[config.mk]
export PLATFORM = sky130hd
export DESIGN_NAME = trackBestSorter
export DESIGN_NICKNAME = d
export VERILOG_FILES = /design/src/rtl/trkSortPkg.sv /design/src/rtl/trkSelector.sv /design/src/rtl/trkSortControl.sv /design/src/rtl/trkSortDatapath.sv /design/src/rtl/trackBestSorter.sv
export SDC_FILE = /design/constraint.sdc
export NUM_CORES = 2
export LEC_CHECK = 0
export BUFFER_PORTS_ARGS = -buffer_cell sky130_fd_sc_hd__buf_2
export CAP_MARGIN = 25
export CORE_MARGIN = 5
export CORE_UTILIZATION = 30
export CTS_CLUSTER_DIAMETER = 30
export DETAILED_ROUTE_END_ITERATION = 16
export PLACE_DENSITY = 0.51
export SYNTH_ARGS = -nofsm -noshare
export SYNTH_HDL_FRONTEND = slang
export SYNTH_SLANG_ARGS = --single-unit
[constraint.sdc]
create_clock -name clk -period 129.6 [get_ports clk]
set_input_delay 25.92 -clock clk [delete_from_list [all_inputs] [get_ports clk]]
set_output_delay 25.92 -clock clk [all_outputs]
set_load 0.01 [all_outputs]
[src/rtl/trkSortPkg.sv]
package trkSortPkg;
  typedef struct packed {
    logic ld1;
    logic ld2;
    logic ld3;
  } stageStrobes_t;
endpackage

[src/rtl/trkSelector.sv]
module trkSelector #(
  parameter int NS = 24,
  parameter int KW = 8,
  localparam int IW = $clog2(NS)
) (
  input  logic [NS-1:0]    poolIn,
  input  logic [NS*KW-1:0] rankFlat,
  output logic             hit,
  output logic [IW-1:0]    idx,
  output logic [NS-1:0]    poolOut
);
  logic [KW-1:0] bestRank;
  always_comb begin
    hit = 1'b0;
    idx = '0;
    bestRank = '0;
    for (int j = NS - 1; j >= 0; j--) begin
      if (poolIn[j] && (!hit || rankFlat[j*KW +: KW] >= bestRank)) begin
        hit = 1'b1;
        idx = IW'(j);
        bestRank = rankFlat[j*KW +: KW];
      end
    end
    poolOut = poolIn;
    if (hit) poolOut[idx] = 1'b0;
  end
endmodule

[src/rtl/trkSortControl.sv]
module trkSortControl
  import trkSortPkg::*;
(
  input  logic          clk,
  input  logic          rstN,
  input  logic          inEvent,
  output stageStrobes_t strobes,
  output logic          outEvent
);
  logic [2:0] evPipe;
  always_ff @(posedge clk) begin
    if (!rstN) evPipe <= '0;
    else       evPipe <= {evPipe[1:0], inEvent};
  end
  assign strobes.ld1 = inEvent;
  assign strobes.ld2 = evPipe[0];
  assign strobes.ld3 = evPipe[1];
  assign outEvent    = evPipe[2];

  assert_latency_R7: assert property (@(posedge clk) disable iff (!rstN)
    outEvent |-> $past(inEvent, 3));
endmodule

[src/rtl/trkSortDatapath.sv]
module trkSortDatapath
  import trkSortPkg::*;
#(
  parameter int NS = 24,
  parameter int NO = 4,
  parameter int RW = 31,
  parameter int KW = 8,
  localparam int IW = $clog2(NS),
  localparam int HALF = NO / 2
) (
  input  logic          clk,
  input  logic          rstN,
  input  stageStrobes_t strobes,
  input  logic [NS-1:0]    inValid,
  input  logic [NS-1:0]    ghostMask,
  input  logic [NS*RW-1:0] inRec,
  output logic [NO-1:0]    outHit,
  output logic [NO*IW-1:0] outIdx,
  output logic [NO*RW-1:0] outRec
);
  logic [RW-1:0] inArr [NS];
  logic [RW-1:0] p1Rec [NS];
  logic [RW-1:0] p2Rec [NS];
  logic [NS*KW-1:0] rankIn, rankP1;
  logic [NS-1:0] liveIn, p1Valid;
  logic [NS-1:0] poolSrc [NO];
  logic [NS-1:0] poolDst [NO];
  logic [NO-1:0] selHit;
  logic [IW-1:0] selIdx [NO];
  logic [HALF-1:0] p1Hit;
  logic [IW-1:0] p1Idx [HALF];
  logic [NO-1:0] p2Hit;
  logic [IW-1:0] p2Idx [NO];
  logic [NO-1:0] oHit;
  logic [IW-1:0] oIdx [NO];
  logic [RW-1:0] oRec [NO];

  // Ghost clearing in front of the first selector
  assign liveIn = inValid & ~ghostMask;

  for (genvar j = 0; j < NS; j++) begin : g_slot
    assign inArr[j] = inRec[j*RW +: RW];
    assign rankIn[j*KW +: KW] = inArr[j][KW-1:0];
    assign rankP1[j*KW +: KW] = p1Rec[j][KW-1:0];
  end

  // Selector chain, split across two pipeline steps
  for (genvar i = 0; i < NO; i++) begin : g_sel
    if (i == 0) begin : g_first
      assign poolSrc[i] = liveIn;
    end else if (i == HALF) begin : g_cut
      assign poolSrc[i] = p1Valid;
    end else begin : g_chain
      assign poolSrc[i] = poolDst[i-1];
    end
    if (i < HALF) begin : g_early
      trkSelector #(.NS(NS), .KW(KW)) uSel (
        .poolIn(poolSrc[i]), .rankFlat(rankIn),
        .hit(selHit[i]), .idx(selIdx[i]), .poolOut(poolDst[i]));
    end else begin : g_late
      trkSelector #(.NS(NS), .KW(KW)) uSel (
        .poolIn(poolSrc[i]), .rankFlat(rankP1),
        .hit(selHit[i]), .idx(selIdx[i]), .poolOut(poolDst[i]));
    end
  end

  // Step 1: ghost clear + first half of the selectors
  always_ff @(posedge clk) begin
    if (!rstN) begin
      p1Valid <= '0;
      p1Hit   <= '0;
      for (int j = 0; j < NS; j++) p1Rec[j] <= '0;
      for (int i = 0; i < HALF; i++) p1Idx[i] <= '0;
    end else if (strobes.ld1) begin
      p1Valid <= poolDst[HALF-1];
      p1Hit   <= selHit[HALF-1:0];
      for (int j = 0; j < NS; j++) p1Rec[j] <= inArr[j];
      for (int i = 0; i < HALF; i++) p1Idx[i] <= selIdx[i];
    end
  end

  // Step 2: second half of the selectors
  always_ff @(posedge clk) begin
    if (!rstN) begin
      p2Hit <= '0;
      for (int j = 0; j < NS; j++) p2Rec[j] <= '0;
      for (int i = 0; i < NO; i++) p2Idx[i] <= '0;
    end else if (strobes.ld2) begin
      for (int j = 0; j < NS; j++) p2Rec[j] <= p1Rec[j];
      for (int i = 0; i < NO; i++) begin
        p2Hit[i] <= (i < HALF) ? p1Hit[i] : selHit[i];
        p2Idx[i] <= (i < HALF) ? p1Idx[i] : selIdx[i];
      end
    end
  end

  // Step 3: index-steered output multiplexers
  always_ff @(posedge clk) begin
    if (!rstN) begin
      oHit <= '0;
      for (int i = 0; i < NO; i++) begin
        oIdx[i] <= '0;
        oRec[i] <= '0;
      end
    end else if (strobes.ld3) begin
      oHit <= p2Hit;
      for (int i = 0; i < NO; i++) begin
        oIdx[i] <= p2Hit[i] ? p2Idx[i] : '0;
        oRec[i] <= p2Hit[i] ? p2Rec[p2Idx[i]] : '0;
      end
    end
  end

  assign outHit = oHit;
  for (genvar i = 0; i < NO; i++) begin : g_out
    assign outIdx[i*IW +: IW] = oIdx[i];
    assign outRec[i*RW +: RW] = oRec[i];
  end

  assert_ghost_cleared_R2: assert property (@(posedge clk) disable iff (!rstN)
    strobes.ld1 |=> (p1Valid & $past(ghostMask)) == '0);

  for (genvar i = 0; i < NO; i++) begin : g_chk
    assert_empty_zero_R6: assert property (@(posedge clk) disable iff (!rstN)
      !oHit[i] |-> (oRec[i] == '0 && oIdx[i] == '0));
    if (i + 1 < NO) begin : g_pair
      assert_rank_order_R5: assert property (@(posedge clk) disable iff (!rstN)
        oHit[i+1] |-> (oHit[i] && oRec[i][KW-1:0] >= oRec[i+1][KW-1:0]));
      assert_tie_low_index_R4: assert property (@(posedge clk) disable iff (!rstN)
        (oHit[i+1] && oRec[i][KW-1:0] == oRec[i+1][KW-1:0]) |-> oIdx[i] < oIdx[i+1]);
    end
    for (genvar k = i + 1; k < NO; k++) begin : g_dup
      assert_no_dup_R5: assert property (@(posedge clk) disable iff (!rstN)
        (oHit[i] && oHit[k]) |-> oIdx[i] != oIdx[k]);
    end
  end
endmodule

[src/rtl/trackBestSorter.sv]
module trackBestSorter
  import trkSortPkg::*;
#(
  parameter int NUM_SLOTS = 24,
  parameter int NUM_OUT   = 4,
  parameter int REC_W     = 31,
  parameter int RANK_W    = 8,
  localparam int IDX_W    = $clog2(NUM_SLOTS)
) (
  input  logic                       clk,
  input  logic                       rstN,
  input  logic                       inEvent,
  input  logic [NUM_SLOTS-1:0]       inValid,
  input  logic [NUM_SLOTS-1:0]       ghostMask,
  input  logic [NUM_SLOTS*REC_W-1:0] inRec,
  output logic                       outEvent,
  output logic [NUM_OUT-1:0]         outHit,
  output logic [NUM_OUT*IDX_W-1:0]   outIdx,
  output logic [NUM_OUT*REC_W-1:0]   outRec
);
  stageStrobes_t strobes;

  trkSortControl uCtrl (
    .clk(clk), .rstN(rstN), .inEvent(inEvent),
    .strobes(strobes), .outEvent(outEvent));

  trkSortDatapath #(.NS(NUM_SLOTS), .NO(NUM_OUT), .RW(REC_W), .KW(RANK_W)) uData (
    .clk(clk), .rstN(rstN), .strobes(strobes),
    .inValid(inValid), .ghostMask(ghostMask), .inRec(inRec),
    .outHit(outHit), .outIdx(outIdx), .outRec(outRec));
endmodule

==> results.json <==
{
  "finalHoldViolCount": 0,
  "postSynthCellCount": 9221,
  "routabilityCongestion": 0.973,
  "max-cap-violations": 0,
  "antenna_found_initial": 81,
  "vias": 89300,
  "cp_common_cell": "a21oi_1",
  "gr-usage-met2_pct": 38.7,
  "use_met1_pct": 37.2,
  "synth_edf_count": 1662,
  "clock.fmax_mhz": 8.19,
  "die_x_um": 626,
  "wl_per_cell_um": 34.7,
  "leakagePower_nw": 57.5,
  "dr.pass1.iters": 5,
  "criticalPathCategory": "in -> reg",
  "cts_max_level": 5,
  "cp_slowest_cell": "or4_4",
  "slowest_delay_ps": 670,
  "grtUsageTotal_pct": 26.4,
  "period_minus_slack_ps": 122090,
  "syn-num-nets": 10700,
  "cts_buffer_depth": 4,
  "nNetsFinal": 11600,
  "postCtsHoldBufs": 0,
  "outcome": "finished, final reports clean",
  "preCtsSetupSlack_ps": 1420,
  "clk_latency_ps": 950,
  "dp_hpwl_mm": 411,
  "clk_pin_slew_ps": 60,
  "ios": 944,
  "drive_gt1_share_pct": 28.2,
  "p_per_area_nw_per_um2": 22.9,
  "grt_max_degree": 231,
  "skew_ps": 122,
  "portBuffers": 943,
  "clock-sinks": 1699,
  "grtUsageMet3_pct": 5.60,
  "grt.busiest_layer": "met2",
  "startpoint_type": "input port",
  "area_delta_synth_final_pct": 20.9,
  "num_rows": 226,
  "synth-async-reset-ratio_pct": 0,
  "drtIter0Drc": 10600,
  "core_um2": 379000,
  "vias_per_cell": 5.77,
  "synth_warnings": 0,
  "most-common-layout-cells": "1662 x edfxtp_1, 1030 x and3_1, 947 x buf_2, 868 x mux4_2, 704 x ha_1",
  "critPathMaxFanout": 26,
  "finalSetupViolations": 0,
  "synth-seq-cells": 1699,
  "grt_pass1_vias": 88200,
  "crit_path_end_kind": "flop",
  "cts_tree": "built",
  "setup_slack_ps": 7510,
  "cts-root-buf": "clkbuf_16",
  "ant_nets": 0,
  "ys.flop_type": "edfxtp_1",
  "grt_pass1_wl_mm": 731,
  "die_area_um2": 392000,
  "power_w": 0.00316,
  "timing_worst_slew_pin_value_ps": 1220,
  "ys_types": 111,
  "vdd_drop_max_v": 0.0000144,
  "n_fill_cell": 36800,
  "ys_seq_area_share_pct": 44.4,
  "start_util_pct": 30.1,
  "syn_area_per_cell_um2": 12.4,
  "final_util_pct": 36.4,
  "gr-total-overflow": 0,
  "slew-limit-headroom_pct": 18.0,
  "remaining_drc_errors": 0,
  "hold_path.class": "reg -> reg",
  "critPathRequiredTime_ps": 130370,
  "maxSlewViolCount": 0,
  "min_period_over_period_pct": 94.2,
  "cts_buffers": 383,
  "cp.arrival_ps": 122860,
  "routed_wl_mm": 537,
  "die_y_um": 626,
  "syn-cell-area_um2": 114000,
  "layout_commonest_cell": "edfxtp_1"
}
sequential cells by signal (all words and copies together) (netlist names):
name / flops
uData.p1Hit: 2
uData.p1Valid: 24
uData.p2Rec: 744
uData.oRec: 124
uData.outHit: 4
uData.p1Idx: 10
uData.oIdx: 20
uData.p2Hit: 4
uData.p1Rec: 744
uData.p2Idx: 20
uCtrl.evPipe: 3
per-stage QoR:
step / hold WS [ps] / setup TNS, ps / cells / area (um2)
global placement: 433 / 0 / 14700 / 124000
detailed placement: 442 / 0 / 14700 / 124000
finish: 424 / 0 / 15500 / 138000
floorplan: 437 / 0 / 9221 / 114000
CTS: 407 / 0 / 15400 / 137000
global route: 426 / -110 / 15500 / 138000
routing by layer:
| metal | vias up | wire [um] |
|---|---|---|
| li1 | 37800 | - |
| met1 | 45500 | 230000 |
| met2 | 5004 | 228000 |
| met3 | 953 | 48500 |
| met4 | 32 | 30400 |
| met5 | - | 231 |
final timing paths:
| path | end | slack, ps | cells past startpoint | start |
|---|---|---|---|---|
| worst max-delay path | uData.p1Valid[20]$_SDFFE_PN0P_ | 7510 | 467 | ghostMask[23] |
| worst min-delay path | uData.p2Rec[23][11]$_SDFFCE_PN0P_ | 420 | 1 | uData.p1Rec[23][11]$_SDFFCE_PN0P_ |
| worst max register to register | uData.p2Idx[3][4]$_SDFFCE_PP0P_ | 18870 | 630 | uData.p1Valid[23]$_SDFFE_PN0P_ |
| worst min register to register | uData.p2Rec[23][11]$_SDFFCE_PN0P_ | 420 | 1 | uData.p1Rec[23][11]$_SDFFCE_PN0P_ |
worst max-delay path: cells and delay by family:
family / cells / cell delay, ps
AOI/OAI and AO/OA: 228 / 48530
adders and majority gates: 46 / 12720
buffers and inverters: 36 / 5620
muxes: 25 / 9150
and+or+nand+nor: 132 / 20680
Yosys cell counts, types with 18 or more instances:
cell | count | area share, %
edfxtp_1 | 1662 | 44
and3_1 | 1030 | 5.7
mux4_2 | 868 | 17
ha_1 | 704 | 7.7
nor2_1 | 551 | 1.8
clkbuf_1 | 500 | 1.6
and2_1 | 450 | 2.5
inv_1 | 440 | 1.4
a21oi_1 | 413 | 1.8
mux2i_1 | 297 | 2.6
nand2_1 | 286 | 0.94
o21ai_0 | 286 | 1.3
nand2b_1 | 217 | 1.2
mux2_2 | 190 | 1.9
a211oi_1 | 174 | 1.1
nor2b_1 | 157 | 0.86
a21o_1 | 144 | 0.95
buf_1 | 128 | 0.42
nand3_1 | 66 | 0.29
a31oi_1 | 42 | 0.23
nor3_1 | 42 | 0.18
dfxtp_1 | 37 | 0.65
o21a_1 | 37 | 0.24
o31ai_1 | 34 | 0.22
o211ai_1 | 27 | 0.18
nand4_1 | 25 | 0.14
o21ai_1 | 25 | 0.11
o22ai_1 | 21 | 0.12
a211o_1 | 20 | 0.15
nor4_1 | 18 | 0.099
or3_1 | 18 | 0.099
kinds of logic (layout without fill, tap and decap cells):
logic type	after synthesis	in the layout	share of synthesized area, %
mux	1355	1355	21.6
fa+ha+maj	711	711	7.79
buf+inv	1083	2294	3.59
simple gates	2935	2935	14.3
flops	1699	1699	44.4
compound gates	1438	1438	8.24
other cells	0	26	0
repair_timing:
action | in CTS | in global routing
gates resized for setup | 0 | 34
hold endpoints to repair | 0 | 0
endpoints found under the setup margin | 0 | 29
buffers inserted | 0 | 17
area by class of cell:
class                   count  area (um2)  share of cell area (%)
inverters                 442        1680                    1.22
clock buffers             435        9890                    7.17
multi-input cells        6439       59500                    43.2
flip-flops and latches   1699       50700                    36.7
well taps                5016        6280                    4.55
repair buffers           1157        6620                    4.80
diodes                     26        65.1                  0.0472
clock inverters           260        3190                    2.31
where the power goes:
group          total (W)  internal [W]  switching [W]
clock           0.000992      0.000661       0.000330
sequential      0.000695      0.000651      0.0000433
combinational    0.00147      0.000565       0.000904
total            0.00316       0.00188        0.00128
No activity file was read; power rests on OpenSTA's default activity.
